==> config.mk <==
export PLATFORM = sky130hd
export DESIGN_NAME = ep0_setup_capture
export DESIGN_NICKNAME = d
export VERILOG_FILES = /design/src/rtl/ep0_setup_pkg.sv /design/src/rtl/setup_rx_fsm.sv /design/src/rtl/setup_reg_bank.sv /design/src/rtl/ep0_ctrl_bits.sv /design/src/rtl/ep0_setup_capture.sv
export SDC_FILE = /design/constraint.sdc
export NUM_CORES = 1
export LEC_CHECK = 0
export ABC_AREA = 0
export BUFFER_PORTS_ARGS = -buffer_cell sky130_fd_sc_hd__clkbuf_2
export CORE_MARGIN = 2
export CORE_UTILIZATION = 50
export DETAILED_ROUTE_END_ITERATION = 12
export PLACE_DENSITY = 0.69
export SLEW_MARGIN = 30
export SYNTH_ARGS = -nofsm -noshare
export SYNTH_HDL_FRONTEND = slang
export SYNTH_SLANG_ARGS = --single-unit
==> constraint.sdc <==
create_clock -name clk -period 2.69 [get_ports clk]
set_clock_uncertainty 0.15 [all_clocks]
set_input_delay 0.1345 -clock clk [delete_from_list [all_inputs] [get_ports clk]]
set_output_delay 0.1345 -clock clk [all_outputs]
set_load 0.02 [all_outputs]
==> src/rtl/ep0_setup_pkg.sv <==
package ep0_setup_pkg;

   typedef enum logic [1:0] {
      TOK_OUT   = 2'b00,
      TOK_IN    = 2'b01,
      TOK_SETUP = 2'b10,
      TOK_OTHER = 2'b11
   } tok_kind_e;

   typedef enum logic {
      CAP_IDLE = 1'b0,
      CAP_DATA = 1'b1
   } cap_state_e;

endpackage

==> src/rtl/setup_rx_fsm.sv <==
module setup_rx_fsm
   import ep0_setup_pkg::*;
#(
   parameter int DATA_W      = 8,
   parameter int SETUP_BYTES = 8,
   parameter int EP_W        = 4,
   parameter int CTRL_EP     = 0
) (
   input  logic                          clk,
   input  logic                          rst_n,
   input  logic                          func_en,
   input  logic                          tok_valid,
   input  logic [1:0]                    tok_kind,
   input  logic                          tok_addr_hit,
   input  logic [EP_W-1:0]               tok_ep,
   input  logic                          rx_byte_valid,
   input  logic [DATA_W-1:0]             rx_byte,
   input  logic                          rx_eop,
   input  logic                          rx_eop_ok,
   output logic                          commit,
   output logic [SETUP_BYTES*DATA_W-1:0] shadow_flat
);

   localparam int CNT_W = $clog2(SETUP_BYTES + 1);
   localparam logic [CNT_W-1:0] FULL = CNT_W'(SETUP_BYTES);
   localparam logic [EP_W-1:0]  EP_ZERO = EP_W'(CTRL_EP);

   cap_state_e       state;
   logic [CNT_W-1:0] cnt;
   logic             ovf;
   logic             arm;
   logic             byte_take;

   // SETUP token aimed at the control endpoint of this enabled device
   assign arm = func_en && tok_valid && (tok_kind_e'(tok_kind) == TOK_SETUP)
                && tok_addr_hit && (tok_ep == EP_ZERO);

   // a byte counts only inside an armed packet and never together with a token or EOP
   assign byte_take = (state == CAP_DATA) && func_en && !tok_valid && !rx_eop && rx_byte_valid;

   always_ff @(posedge clk) begin
      if (!rst_n) begin
         state <= CAP_IDLE;
         cnt   <= '0;
         ovf   <= 1'b0;
      end else if (arm) begin
         state <= CAP_DATA;
         cnt   <= '0;
         ovf   <= 1'b0;
      end else if (tok_valid || !func_en) begin
         state <= CAP_IDLE;
      end else if (state == CAP_DATA) begin
         if (rx_eop) begin
            state <= CAP_IDLE;
         end else if (rx_byte_valid) begin
            if (cnt == FULL) ovf <= 1'b1;
            else             cnt <= cnt + 1'b1;
         end
      end
   end

   // one shadow slot per request byte, loaded while its index is current
   for (genvar g = 0; g < SETUP_BYTES; g++) begin : g_shadow
      always_ff @(posedge clk) begin
         if (!rst_n) begin
            shadow_flat[g*DATA_W +: DATA_W] <= '0;
         end else if (byte_take && (cnt == CNT_W'(g))) begin
            shadow_flat[g*DATA_W +: DATA_W] <= rx_byte;
         end
      end
   end

   assign commit = (state == CAP_DATA) && func_en && !tok_valid && rx_eop
                   && rx_eop_ok && (cnt == FULL) && !ovf;

   AST_ARM_STARTS_AT_ZERO: assert property (@(posedge clk) disable iff (!rst_n)
      arm |=> (state == CAP_DATA) && (cnt == '0) && !ovf);

   AST_CNT_BOUNDED: assert property (@(posedge clk) disable iff (!rst_n)
      cnt <= FULL);

   AST_EOP_ENDS_PACKET: assert property (@(posedge clk) disable iff (!rst_n)
      (state == CAP_DATA && rx_eop && !tok_valid) |=> (state == CAP_IDLE));

   AST_COMMIT_FROM_IDLE_NEVER: assert property (@(posedge clk) disable iff (!rst_n)
      commit |=> !commit);

endmodule

==> src/rtl/setup_reg_bank.sv <==
module setup_reg_bank #(
   parameter int DATA_W      = 8,
   parameter int SETUP_BYTES = 8,
   parameter bit RD_REG      = 1'b0,
   localparam int IDX_W      = (SETUP_BYTES > 1) ? $clog2(SETUP_BYTES) : 1
) (
   input  logic                          clk,
   input  logic                          rst_n,
   input  logic                          commit,
   input  logic [SETUP_BYTES*DATA_W-1:0] shadow_flat,
   input  logic [IDX_W-1:0]              rd_idx,
   output logic [DATA_W-1:0]             rd_data
);

   logic [SETUP_BYTES*DATA_W-1:0] regs_flat;
   logic [DATA_W-1:0]             rd_sel;

   for (genvar g = 0; g < SETUP_BYTES; g++) begin : g_bank
      always_ff @(posedge clk) begin
         if (!rst_n) begin
            regs_flat[g*DATA_W +: DATA_W] <= '0;
         end else if (commit) begin
            regs_flat[g*DATA_W +: DATA_W] <= shadow_flat[g*DATA_W +: DATA_W];
         end
      end
   end

   always_comb begin
      rd_sel = '0;
      for (int i = 0; i < SETUP_BYTES; i++) begin
         if (rd_idx == IDX_W'(i)) rd_sel = regs_flat[i*DATA_W +: DATA_W];
      end
   end

   if (RD_REG) begin : g_rd_reg
      always_ff @(posedge clk) begin
         if (!rst_n) rd_data <= '0;
         else        rd_data <= rd_sel;
      end
   end else begin : g_rd_comb
      assign rd_data = rd_sel;
   end

   AST_REGS_HOLD_WITHOUT_COMMIT: assert property (@(posedge clk) disable iff (!rst_n)
      !commit |=> $stable(regs_flat));

   AST_REGS_TAKE_SHADOW: assert property (@(posedge clk) disable iff (!rst_n)
      commit |=> (regs_flat == $past(shadow_flat)));

endmodule

==> src/rtl/ep0_ctrl_bits.sv <==
module ep0_ctrl_bits (
   input  logic clk,
   input  logic rst_n,
   input  logic commit,
   input  logic fw_clr_nak_in,
   input  logic fw_clr_nak_out,
   input  logic fw_set_stall,
   input  logic fw_stat_w1c,
   input  logic irq_en,
   output logic stat_setup,
   output logic irq,
   output logic nak_in,
   output logic nak_out,
   output logic stall,
   output logic toggle
);

   // a completing SETUP outranks any firmware write in the same cycle
   always_ff @(posedge clk) begin
      if (!rst_n) begin
         stat_setup <= 1'b0;
         nak_in     <= 1'b0;
         nak_out    <= 1'b0;
         stall      <= 1'b0;
         toggle     <= 1'b0;
      end else if (commit) begin
         stat_setup <= 1'b1;
         nak_in     <= 1'b1;
         nak_out    <= 1'b1;
         stall      <= 1'b0;
         toggle     <= 1'b1;
      end else begin
         if (fw_stat_w1c)    stat_setup <= 1'b0;
         if (fw_clr_nak_in)  nak_in     <= 1'b0;
         if (fw_clr_nak_out) nak_out    <= 1'b0;
         if (fw_set_stall)   stall      <= 1'b1;
      end
   end

   assign irq = stat_setup & irq_en;

   AST_COMMIT_NAK_BOTH: assert property (@(posedge clk) disable iff (!rst_n)
      commit |=> nak_in && nak_out);

   AST_COMMIT_STALL_TOGGLE: assert property (@(posedge clk) disable iff (!rst_n)
      commit |=> !stall && toggle);

   AST_CLR_NAK_IN: assert property (@(posedge clk) disable iff (!rst_n)
      (fw_clr_nak_in && !commit) |=> !nak_in);

   AST_CLR_NAK_OUT: assert property (@(posedge clk) disable iff (!rst_n)
      (fw_clr_nak_out && !commit) |=> !nak_out);

   AST_STAT_STICKY: assert property (@(posedge clk) disable iff (!rst_n)
      (stat_setup && !fw_stat_w1c) |=> stat_setup);

   AST_SET_STALL: assert property (@(posedge clk) disable iff (!rst_n)
      (fw_set_stall && !commit) |=> stall);

endmodule

==> src/rtl/ep0_setup_capture.sv <==
module ep0_setup_capture #(
   parameter int DATA_W      = 8,
   parameter int SETUP_BYTES = 8,
   parameter int EP_W        = 4,
   parameter int CTRL_EP     = 0,
   parameter bit RD_REG      = 1'b0,
   localparam int IDX_W      = (SETUP_BYTES > 1) ? $clog2(SETUP_BYTES) : 1
) (
   input  logic              clk,
   input  logic              rst_n,
   input  logic              func_en,
   input  logic              tok_valid,
   input  logic [1:0]        tok_kind,
   input  logic              tok_addr_hit,
   input  logic [EP_W-1:0]   tok_ep,
   input  logic              rx_byte_valid,
   input  logic [DATA_W-1:0] rx_byte,
   input  logic              rx_eop,
   input  logic              rx_eop_ok,
   output logic              hs_ack,
   input  logic [IDX_W-1:0]  fw_rd_idx,
   output logic [DATA_W-1:0] fw_rd_data,
   input  logic              fw_clr_nak_in,
   input  logic              fw_clr_nak_out,
   input  logic              fw_set_stall,
   input  logic              fw_stat_w1c,
   input  logic              irq_en,
   output logic              stat_setup,
   output logic              irq,
   output logic              ep0_nak_in,
   output logic              ep0_nak_out,
   output logic              ep0_stall,
   output logic              ep0_toggle
);

   if (DATA_W < 1) begin : g_chk_data_w
      $error("DATA_W must be at least 1");
   end
   if (SETUP_BYTES < 1) begin : g_chk_bytes
      $error("SETUP_BYTES must be at least 1");
   end
   if (EP_W < 1 || CTRL_EP < 0 || CTRL_EP >= (1 << EP_W)) begin : g_chk_ep
      $error("CTRL_EP must fit in EP_W bits");
   end

   logic                          commit;
   logic [SETUP_BYTES*DATA_W-1:0] shadow_flat;

   setup_rx_fsm #(
      .DATA_W      (DATA_W),
      .SETUP_BYTES (SETUP_BYTES),
      .EP_W        (EP_W),
      .CTRL_EP     (CTRL_EP)
   ) i_rx_fsm (
      .clk           (clk),
      .rst_n         (rst_n),
      .func_en       (func_en),
      .tok_valid     (tok_valid),
      .tok_kind      (tok_kind),
      .tok_addr_hit  (tok_addr_hit),
      .tok_ep        (tok_ep),
      .rx_byte_valid (rx_byte_valid),
      .rx_byte       (rx_byte),
      .rx_eop        (rx_eop),
      .rx_eop_ok     (rx_eop_ok),
      .commit        (commit),
      .shadow_flat   (shadow_flat)
   );

   setup_reg_bank #(
      .DATA_W      (DATA_W),
      .SETUP_BYTES (SETUP_BYTES),
      .RD_REG      (RD_REG)
   ) i_reg_bank (
      .clk         (clk),
      .rst_n       (rst_n),
      .commit      (commit),
      .shadow_flat (shadow_flat),
      .rd_idx      (fw_rd_idx),
      .rd_data     (fw_rd_data)
   );

   ep0_ctrl_bits i_ctrl_bits (
      .clk            (clk),
      .rst_n          (rst_n),
      .commit         (commit),
      .fw_clr_nak_in  (fw_clr_nak_in),
      .fw_clr_nak_out (fw_clr_nak_out),
      .fw_set_stall   (fw_set_stall),
      .fw_stat_w1c    (fw_stat_w1c),
      .irq_en         (irq_en),
      .stat_setup     (stat_setup),
      .irq            (irq),
      .nak_in         (ep0_nak_in),
      .nak_out        (ep0_nak_out),
      .stall          (ep0_stall),
      .toggle         (ep0_toggle)
   );

   always_ff @(posedge clk) begin
      if (!rst_n) hs_ack <= 1'b0;
      else        hs_ack <= commit;
   end

   AST_ACK_SINGLE_PULSE: assert property (@(posedge clk) disable iff (!rst_n)
      hs_ack |=> !hs_ack);

   AST_ACK_FOLLOWS_EOP: assert property (@(posedge clk) disable iff (!rst_n)
      hs_ack |-> $past(rx_eop) && $past(rx_eop_ok));

   AST_ACK_WITH_STATUS: assert property (@(posedge clk) disable iff (!rst_n)
      hs_ack |-> stat_setup && ep0_nak_in && ep0_nak_out);

endmodule

Word-level counts from Yosys, hierarchy flattened
Cells that the tools add are included.
{ "classes": {"add_sub_neg": 1, "eq_ne": 16, "muxes": 18, "bitwise_logic": 5, "n_reduce_logical": 35} }
{ "op_table": {"columns": ["cell", "n"], "rows": [
  ["two-way mux 8 bit", 8],
  ["logical AND 1 bit", 20],
  ["equality test 4 x 3 -> 1 bit (second input constant)", 4],
  ["equality test 3 bit (second input constant)", 4],
  ["two-way mux 1 bit", 10],
  ["AND reduction 5 bit", 2],
  ["equality test 4 x 2 -> 1 bit (second input constant)", 2],
  ["zero test 4 bit", 2],
  ["equality test 3 x 2 -> 1 bit (second input constant)", 2],
  ["nonzero test 2 bit", 3],
  ["adder 4 x 1 -> 4 bit (second input constant)", 1],
  ["equality test 4 x 1 -> 1 bit (second input constant)", 1],
  ["equality test 4 bit (second input constant)", 1],
  ["zero test 1 bit", 4],
  ["inverter 1 bit", 4],
  ["OR reduction 2 bit", 2],
  ["equality test 3 x 1 -> 1 bit (second input constant)", 1],
  ["zero test 3 bit", 1],
  ["equality test 2 bit (second input constant)", 1],
  ["bitwise AND 1 bit", 1],
  ["logical OR 1 bit", 1]
]} }
{ "word_totals": {"reg_bits": 140, "input_bits": 30, "out_inout_bits": 15, "word_cells": 100} }

Longest topological paths before layout
Gate-level depths: netlist of run 1.
{ "logic_depth": {"ltp_word": 9, "ltp_mapped": 7, "ltp_nobuf": 5} }

Cells and area by module
From an unflattened synthesis of run 1, not the netlist that was laid out.
{ "unflattened": {"hier_cells": 632, "area_unflattened_um2": 6424.9} }
{ "by_module_without_submodules": {"columns": ["module", "instances", "cells_each", "area_each_um2", "seq_area_each_um2"], "rows": [
  ["setup_reg_bank", 1, 304, 3194.3, 1281.2],
  ["setup_rx_fsm", 1, 311, 3024.2, 1401.3],
  ["ep0_ctrl_bits", 1, 15, 180.2, 100.1],
  ["ep0_setup_capture", 1, 2, 26.3, 20.0]
]} }

Worst setup path after synthesis of run 1
OpenSTA, ideal clock, no wires.
{ "synth_path": {"kind": "flip-flop to flip-flop", "startpoint": "register i_rx_fsm.cnt[0]", "endpoint": "register i_reg_bank.regs_flat[53]", "setup_ns": 0.117, "arrival_ns": 1.698, "required_time_ns": 2.423, "setup_slack_ns": 0.725, "stages_incl_launch_ff": 8, "path_buffers": 2, "synth_period_minus_slack_ns": 1.965, "path_cell_list": "dfxtp_1 -> inv_1 -> ha_1 -> nand3b_1 -> o41a_1 -> buf_2 -> buf_6 -> a22o_1"} }
{ "synth_via": {"elab_chain_cells": 3} }
{ "synth_lines": {"columns": ["item", "line_no", "source"], "rows": [
  ["start, declared", "setup_rx_fsm.sv:29", "logic [CNT_W-1:0] cnt;"],
  ["start signal, assigned", "setup_rx_fsm.sv:57", "else cnt <= cnt + 1'b1;"],
  ["equality test 4 bit", "setup_rx_fsm.sv:74", "&& rx_eop_ok && (cnt == FULL) && !ovf;"],
  ["logical AND 1 bit (2 in a row)", "setup_rx_fsm.sv:74", null],
  ["end signal, assigned by index", "setup_reg_bank.sv:23", "regs_flat[g*DATA_W +: DATA_W] <= shadow_flat[g*DATA_W +: DATA_W];"],
  ["end, declared", "setup_reg_bank.sv:15", "logic [SETUP_BYTES*DATA_W-1:0] regs_flat;"]
]} }
Every way passes these cells.
A chain may end at the register's enable or synchronous reset.

Worst setup path in the final report of run 1
{ "layout_path": {"startpoint": "register i_rx_fsm.cnt[0]", "endpoint": "register i_reg_bank.regs_flat[36]"} }
The elaborated chain is that of the path after synthesis.

==> impl_metrics.csv, run 1 <==
group,metric,value,unit
setup_path,r2r-end,"i_reg_bank.regs_flat[36]$_SDFFE_PN0P_",
clock_network,cts_buffers,17,
drt,drt-total-wl,12600,microns
finish,diodes,0,
finish,final_nets,598,
floorplan,io_pins,45,
setup_path,critical-path-top-delay-family,"compound AO/OA/AOI/OAI gates",
status,status,"complete, no violations",
clock_network,cts_sinks,140,
setup_path,reg2reg_slack,0.39,ns
timing,finalHoldViolCount,0,
drt,drtIter0Drc,327,
grt,grt.overflow.total,0,
timing,setup_viol,0,
synth,synthCells,497,
drt,vias_per_cell,5.62,
synth,ys_seq_area_frac,0.515,
finish,final_util,0.623,
grt,antenna_found_initial,0,
setup_path,cp.buffers_inverters,2,
synth,ys_warn_count,0,
grt,grt_pass1_wl,20400,microns
setup_path,reg2reg_from,"i_rx_fsm.cnt[0]$_SDFFE_PP0P_",
power_and_ir_drop,power,4.81,mW
clock_network,hold_buffers,23,
setup_path,cp_max_fo,57,
timing,slew_violations,0,
clock_network,clockRootBuffer,"clkbuf_8",
power_and_ir_drop,leakage,2.72,nW
timing,fin_crit_sh,0.854,
clock_network,cts_tree,"yes",
grt,grt_usage,0.230,
synth,ys_ff_latch,140,
setup_path,path_class,"flop to flop",
timing,slew_headroom,0.482,
clock_network,clk_path_buf_depth,2,
clock_network,clk_latency,0.52,ns
power_and_ir_drop,powerDensity,719,nW/um^2
synth,async_flop_share,0,
finish,layout-drive-gt1-share,0.198,
setup_path,critPathSlowestCell,"o41a_2",
setup_path,arrival,2.56,ns
timing,min_period,2.30,ns
setup_path,start_kind,"flop",
timing,grt_setup_unrepaired,"no",
finish,finalInstanceArea,6690,sq um
floorplan,die_y,108,microns
floorplan,dieArea,11700,sq um
drt,drc_errors,0,
timing,worst_slew_pin_slew,0.775,ns
synth,netlist_area,5450,sq um
setup_path,worstPathRequired,2.95,ns
min_path,hold_depth,3,
clock_network,postCtsSetupRepairBufs,0,
finish,final_cells,717,
drt,drtAntennaViolNets,0,
timing,fmax,0.435,GHz
floorplan,fp.dieW,108,microns
drt,vias,4033,
synth,synth_enable_flop_cells,0,
min_path,holdCritPathClass,"input port to flop",
synth,ys_types,44,
setup_path,cp_slowest_stage_delay,0.61,ns
clock_network,path_clk_slew,0.06,ns
grt,grt_max_degree,68,
min_path,hold_end,"i_ctrl_bits.stall$_SDFFE_PP0P_",
floorplan,core-area,10700,sq um
synth,synth.avg_cell_area,11.0,sq um
drt,dr.pass1.iters,4,
grt,grt_pass1_vias,4057,
synth,syn_nets,531,
finish,mostFrequentLayoutCell,"dfxtp_1",
flow_run,maxCapViolations,0,
timing,tns,0,ns
setup_path,cp_cell_sequence,"inv_1, ha_1, nand3b_1, o41a_2, buf_12, a22o_1",
place,gp_congestion,0.782,
setup_path,ff2ff_path_depth,6,
place,hpwl,7640,microns
place,dpl_cell_area,5810,sq um
synth,synth_ff_type,"dfxtp_1",
finish,area_delta_synth_final,22.9,%
floorplan,start_util,0.507,
place,placed_cells,662,
place,port_buffers,44,
min_path,min_from,"fw_set_stall",
floorplan,rows,38,
setup_path,cp.depth,6,
clock_network,cts_resized,0,
setup_path,crit_path_end_kind,"flop",
clock_network,htree_levels,4,
power_and_ir_drop,ir_worst_vdd,0.000347,V
finish,final_cell_mix,"dfxtp_1, nand2_1, mux2i_1, a22o_1, clkbuf_2",
drt,avgRoutedWirePerCell,17.5,microns
## report_power, final
group          internal (mW)  switching, mW  leakage (nW)
Clock                   1.69          0.868         0.316
Sequential              2.07       0.000540          1.13
Combinational         0.0683          0.108          1.27
Total                   3.84          0.976          2.72
## metal layers
layer	track usage	part of all wire	wire length [microns]	vias to the layer above
li1	-	-	-	1942
met1	0.293	0.43	5450	1966
met2	0.380	0.49	6220	97
met3	0.0476	0.048	597	28
met4	0.0962	0.023	290	0
met5	0	0	0	-
## cell families after synthesis
logic type | count (synthesis) | synth area share
buffers and inverters | 39 | 0.0363
flip-flops | 140 | 0.515
AO/OA/AOI/OAI | 99 | 0.150
AND/OR/NAND/NOR | 133 | 0.125
adder cells (fa/ha/maj) | 4 | 0.00919
multiplexers | 82 | 0.165
## worst reg2reg max path, cell delays in order (launching register included)
cell      delay [ns]
dfxtp_1         0.35
inv_1           0.11
ha_1            0.23
nand3b_1        0.20
o41a_2          0.61
buf_12          0.24
a22o_1          0.29
## how the worst max path moves through the flow
stage / startpoint / endpoint / slack, ns
after floorplan: i_rx_fsm.cnt[0]$_SDFFE_PP0P_ / i_reg_bank.regs_flat[53]$_SDFFE_PN0P_ / 0.73
after global placement: i_rx_fsm.cnt[0]$_SDFFE_PP0P_ / i_reg_bank.regs_flat[56]$_SDFFE_PN0P_ / 0.52
after detailed placement: i_rx_fsm.cnt[0]$_SDFFE_PP0P_ / i_reg_bank.regs_flat[63]$_SDFFE_PN0P_ / 0.43
after CTS: i_rx_fsm.cnt[0]$_SDFFE_PP0P_ / i_reg_bank.regs_flat[36]$_SDFFE_PN0P_ / 0.42
after global routing: i_rx_fsm.cnt[0]$_SDFFE_PP0P_ / i_reg_bank.regs_flat[63]$_SDFFE_PN0P_ / 0.26
final: i_rx_fsm.cnt[0]$_SDFFE_PP0P_ / i_reg_bank.regs_flat[36]$_SDFFE_PN0P_ / 0.39
## flip-flops by register name, indices dropped and copies added (netlist names)
signal,cells
i_reg_bank.regs_flat,64
i_rx_fsm.shadow_flat,64
i_rx_fsm.cnt,4
hs_ack,1
i_ctrl_bits.nak_in,1
i_ctrl_bits.nak_out,1
i_ctrl_bits.stall,1
i_ctrl_bits.stat_setup,1
i_ctrl_bits.toggle,1
i_rx_fsm.ovf,1
i_rx_fsm.state,1
## area by class of cell
cell class	count	area, sq um
tap	140	175
inverter	5	18.8
clock inverter	11	188
clock buffer	21	469
sequential	140	2800
timing repair buffer	82	588
fill	896	4050
multi-input combinational	318	2450
## per-stage QoR
step / hold slack [ns] / worst slack (ns)
6_report: 0.187 / 0.392
5_1_grt: 0.188 / 0.260
4_1_cts: 0.169 / 0.419
3_5_place_dp: 0.186 / 0.425
3_3_place_gp: 0.191 / 0.518
2_1_floorplan: 0.0947 / 0.725
## synthesized netlist by cell type (2+ instances only)
| cell type | count | area, sq um |
|---|---|---|
| inv_1 | 5 | 18.8 |
| o21a_1 | 3 | 22.5 |
| nand2_1 | 91 | 342 |
| nor2b_1 | 3 | 18.8 |
| and2_1 | 3 | 18.8 |
| a22o_1 | 64 | 561 |
| a2bb2oi_1 | 5 | 43.8 |
| nor3_2 | 3 | 30.0 |
| nor3_1 | 4 | 20.0 |
| nand2b_1 | 2 | 12.5 |
| nor2_1 | 5 | 18.8 |
| nand4_1 | 3 | 18.8 |
| and3b_1 | 2 | 17.5 |
| buf_2 | 8 | 40.0 |
| o31ai_1 | 3 | 22.5 |
| a21oi_1 | 3 | 15.0 |
| mux2i_1 | 73 | 731 |
| mux4_2 | 6 | 135 |
| ha_1 | 4 | 50.1 |
| a32o_1 | 2 | 20.0 |
| clkbuf_1 | 20 | 75.1 |
| dfxtp_1 | 140 | 2800 |
| o21ai_0 | 6 | 30.0 |
| or3_1 | 2 | 12.5 |
| o211ai_1 | 6 | 45.0 |
| mux2_2 | 3 | 33.8 |
| nand4_2 | 3 | 37.5 |
| a31o_2 | 3 | 26.3 |
| nand3b_1 | 3 | 22.5 |
| buf_6 | 5 | 56.3 |
(Power assumes the default switching activity.)
==> run 2: changes to the inputs <==
--- a/config.mk
+++ b/config.mk
@@ -7,10 +7,12 @@
 export LEC_CHECK = 0
 export ABC_AREA = 0
 export BUFFER_PORTS_ARGS = -buffer_cell sky130_fd_sc_hd__clkbuf_2
+export CELL_PAD_IN_SITES_DETAIL_PLACEMENT = 0
+export CELL_PAD_IN_SITES_GLOBAL_PLACEMENT = 1
 export CORE_MARGIN = 2
-export CORE_UTILIZATION = 50
+export CORE_UTILIZATION = 47
 export DETAILED_ROUTE_END_ITERATION = 12
-export PLACE_DENSITY = 0.69
+export PLACE_DENSITY_LB_ADDON = 0.1
 export SLEW_MARGIN = 30
 export SYNTH_ARGS = -nofsm -noshare
 export SYNTH_HDL_FRONTEND = slang
==> impl_metrics.csv, run 2 (synthesis gave the netlist of run 1 again) <==
group,metric,value,unit
drt,vias,3916,
drt,drt-total-wl,12800,microns
setup_path,cp_slowest_stage_delay,0.48,ns
setup_path,r2r-end,"i_reg_bank.regs_flat[23]$_SDFFE_PN0P_",
clock_network,path_clk_slew,0.06,ns
timing,fmax,0.424,GHz
finish,diodes,0,
timing,fin_crit_sh,0.877,
drt,drtAntennaViolNets,0,
setup_path,arrival,2.52,ns
drt,avgRoutedWirePerCell,18.0,microns
setup_path,path_class,"flop to flop",
finish,area_delta_synth_final,20.0,%
floorplan,io_pins,45,
min_path,min_from,"rx_byte[4]",
setup_path,start_kind,"flop",
flow_run,maxCapViolations,0,
place,gp_congestion,0.761,
timing,setup_viol,0,
drt,dr.pass1.iters,4,
timing,timing.final.ws_setup,0.330,ns
finish,final_util,0.575,
power_and_ir_drop,power,4.66,mW
setup_path,ff2ff_path_depth,6,
finish,final_nets,586,
timing,slew_violations,0,
clock_network,clockRootBuffer,"clkbuf_16",
timing,min_period,2.36,ns
finish,final_cell_mix,"dfxtp_1, nand2_1, mux2i_1, a22o_1, clkbuf_2",
timing,finalHoldViolCount,0,
setup_path,cp_max_fo,65,
place,dpl_cell_area,5830,sq um
clock_network,htree_levels,4,
drt,drtIter0Drc,242,
place,hpwl,7910,microns
grt,antenna_found_initial,0,
setup_path,reg2reg_from,"i_rx_fsm.cnt[0]$_SDFFE_PP0P_",
setup_path,cp_cell_sequence,"inv_1, ha_1, nand3b_1, o41a_2, buf_4, a22o_1",
floorplan,fp.dieW,112,microns
min_path,hold_end,"i_rx_fsm.shadow_flat[4]$_SDFFE_PN0P_",
grt,grt_pass1_wl,21000,microns
min_path,hold_depth,3,
power_and_ir_drop,ir_worst_vdd,0.000385,V
timing,grt_setup_unrepaired,"no",
floorplan,dieArea,12500,sq um
power_and_ir_drop,powerDensity,713,nW/um^2
timing,worst_slew_pin_slew,0.810,ns
floorplan,start_util,0.479,
grt,grt_usage,0.219,
grt,grt_max_degree,73,
status,status,"complete, no violations",
drt,drc_errors,0,
clock_network,cts_buffers,17,
setup_path,critPathSlowestCell,"o41a_2",
drt,vias_per_cell,5.53,
finish,fillCellCount,980,
place,port_buffers,44,
setup_path,cp.buffers_inverters,2,
finish,reg_top3,"i_reg_bank.regs_flat (64), i_rx_fsm.shadow_flat (64), i_rx_fsm.cnt (4)",
floorplan,die_y,112,microns
grt,grt.overflow.total,0,
timing,slew_headroom,0.453,
clock_network,cts_tree,"yes",
floorplan,core-area,11400,sq um
timing,tns,0,ns
clock_network,cts_sinks,140,
setup_path,reg2reg_slack,0.33,ns
setup_path,critical-path-top-delay-family,"compound AO/OA/AOI/OAI gates",
setup_path,worstPathRequired,2.85,ns
finish,mostFrequentLayoutCell,"dfxtp_1",
clock_network,clk_latency,0.42,ns
setup_path,crit_path_end_kind,"flop",
finish,layout-drive-gt1-share,0.204,
floorplan,rows,39,
clock_network,cts_resized,0,
grt,grt_pass1_vias,3984,
min_path,holdCritPathClass,"input port to flop",
power_and_ir_drop,leakage,2.65,nW
clock_network,clk_path_buf_depth,2,
place,dp_slack,0.367,ns
finish,finalInstanceArea,6540,sq um
==> run 2: report_power, final <==
group	switching (mW)	internal (mW)
Combinational	0.105	0.0544
Sequential	0.000589	2.08
Clock	0.870	1.55
Total	0.976	3.68
==> run 2: final cells by class <==
| class | count | area [sq um] | area share |
|---|---|---|---|
| Sequential cell | 140 | 2800 | 0.429 |
| Multi-Input combinational cell | 318 | 2450 | 0.375 |
| Clock buffer | 22 | 484 | 0.0741 |
| Timing Repair Buffer | 70 | 463 | 0.0708 |
| Tap cell | 143 | 179 | 0.0274 |
| Clock inverter | 10 | 138 | 0.0211 |
| Inverter | 5 | 18.8 | 0.00287 |
==> run 2: how the worst max path moves through the flow <==
stage / start / end / slack [ns] / cells past startpoint
final: i_rx_fsm.cnt[0]$_SDFFE_PP0P_ / i_reg_bank.regs_flat[23]$_SDFFE_PN0P_ / 0.33 / 6
after CTS: i_rx_fsm.cnt[0]$_SDFFE_PP0P_ / i_reg_bank.regs_flat[16]$_SDFFE_PN0P_ / 0.35 / 6
after floorplan: i_rx_fsm.cnt[0]$_SDFFE_PP0P_ / i_reg_bank.regs_flat[53]$_SDFFE_PN0P_ / 0.73 / 7
after global routing: i_rx_fsm.cnt[0]$_SDFFE_PP0P_ / i_reg_bank.regs_flat[16]$_SDFFE_PN0P_ / 0.22 / 6
after global placement: i_rx_fsm.cnt[0]$_SDFFE_PP0P_ / i_reg_bank.regs_flat[30]$_SDFFE_PN0P_ / 0.45 / 6
after detailed placement: i_rx_fsm.cnt[0]$_SDFFE_PP0P_ / i_reg_bank.regs_flat[16]$_SDFFE_PN0P_ / 0.37 / 6
==> run 2: stage by stage <==
step,instances,hold slack [ns]
floorplan,497,0.0947
global placement,667,0.191
detailed placement,667,0.188
CTS,708,0.0232
global route,708,0.0449
finish,708,0.0274
==> run 2: what timing repair did <==
item	in CTS	in global routing
hold endpoints to repair	11	0
hold buffers	9	0
setup buffers	0	0
==> run 2: worst reg2reg max path, stage by stage (launching register included) <==
cell      delay [ns]
dfxtp_1         0.35
inv_1           0.11
ha_1            0.24
nand3b_1        0.21
o41a_2          0.48
buf_4           0.35
a22o_1          0.36
==> run 2: metal layers <==
metal,wire length [microns],part of all wire,GRT usage,vias up
met1,6040,0.47,0.285,1905
met2,6080,0.48,0.356,74
li1,-,-,-,1920
met3,452,0.035,0.0572,17
met4,199,0.016,0.0765,0
met5,0,0,0,-
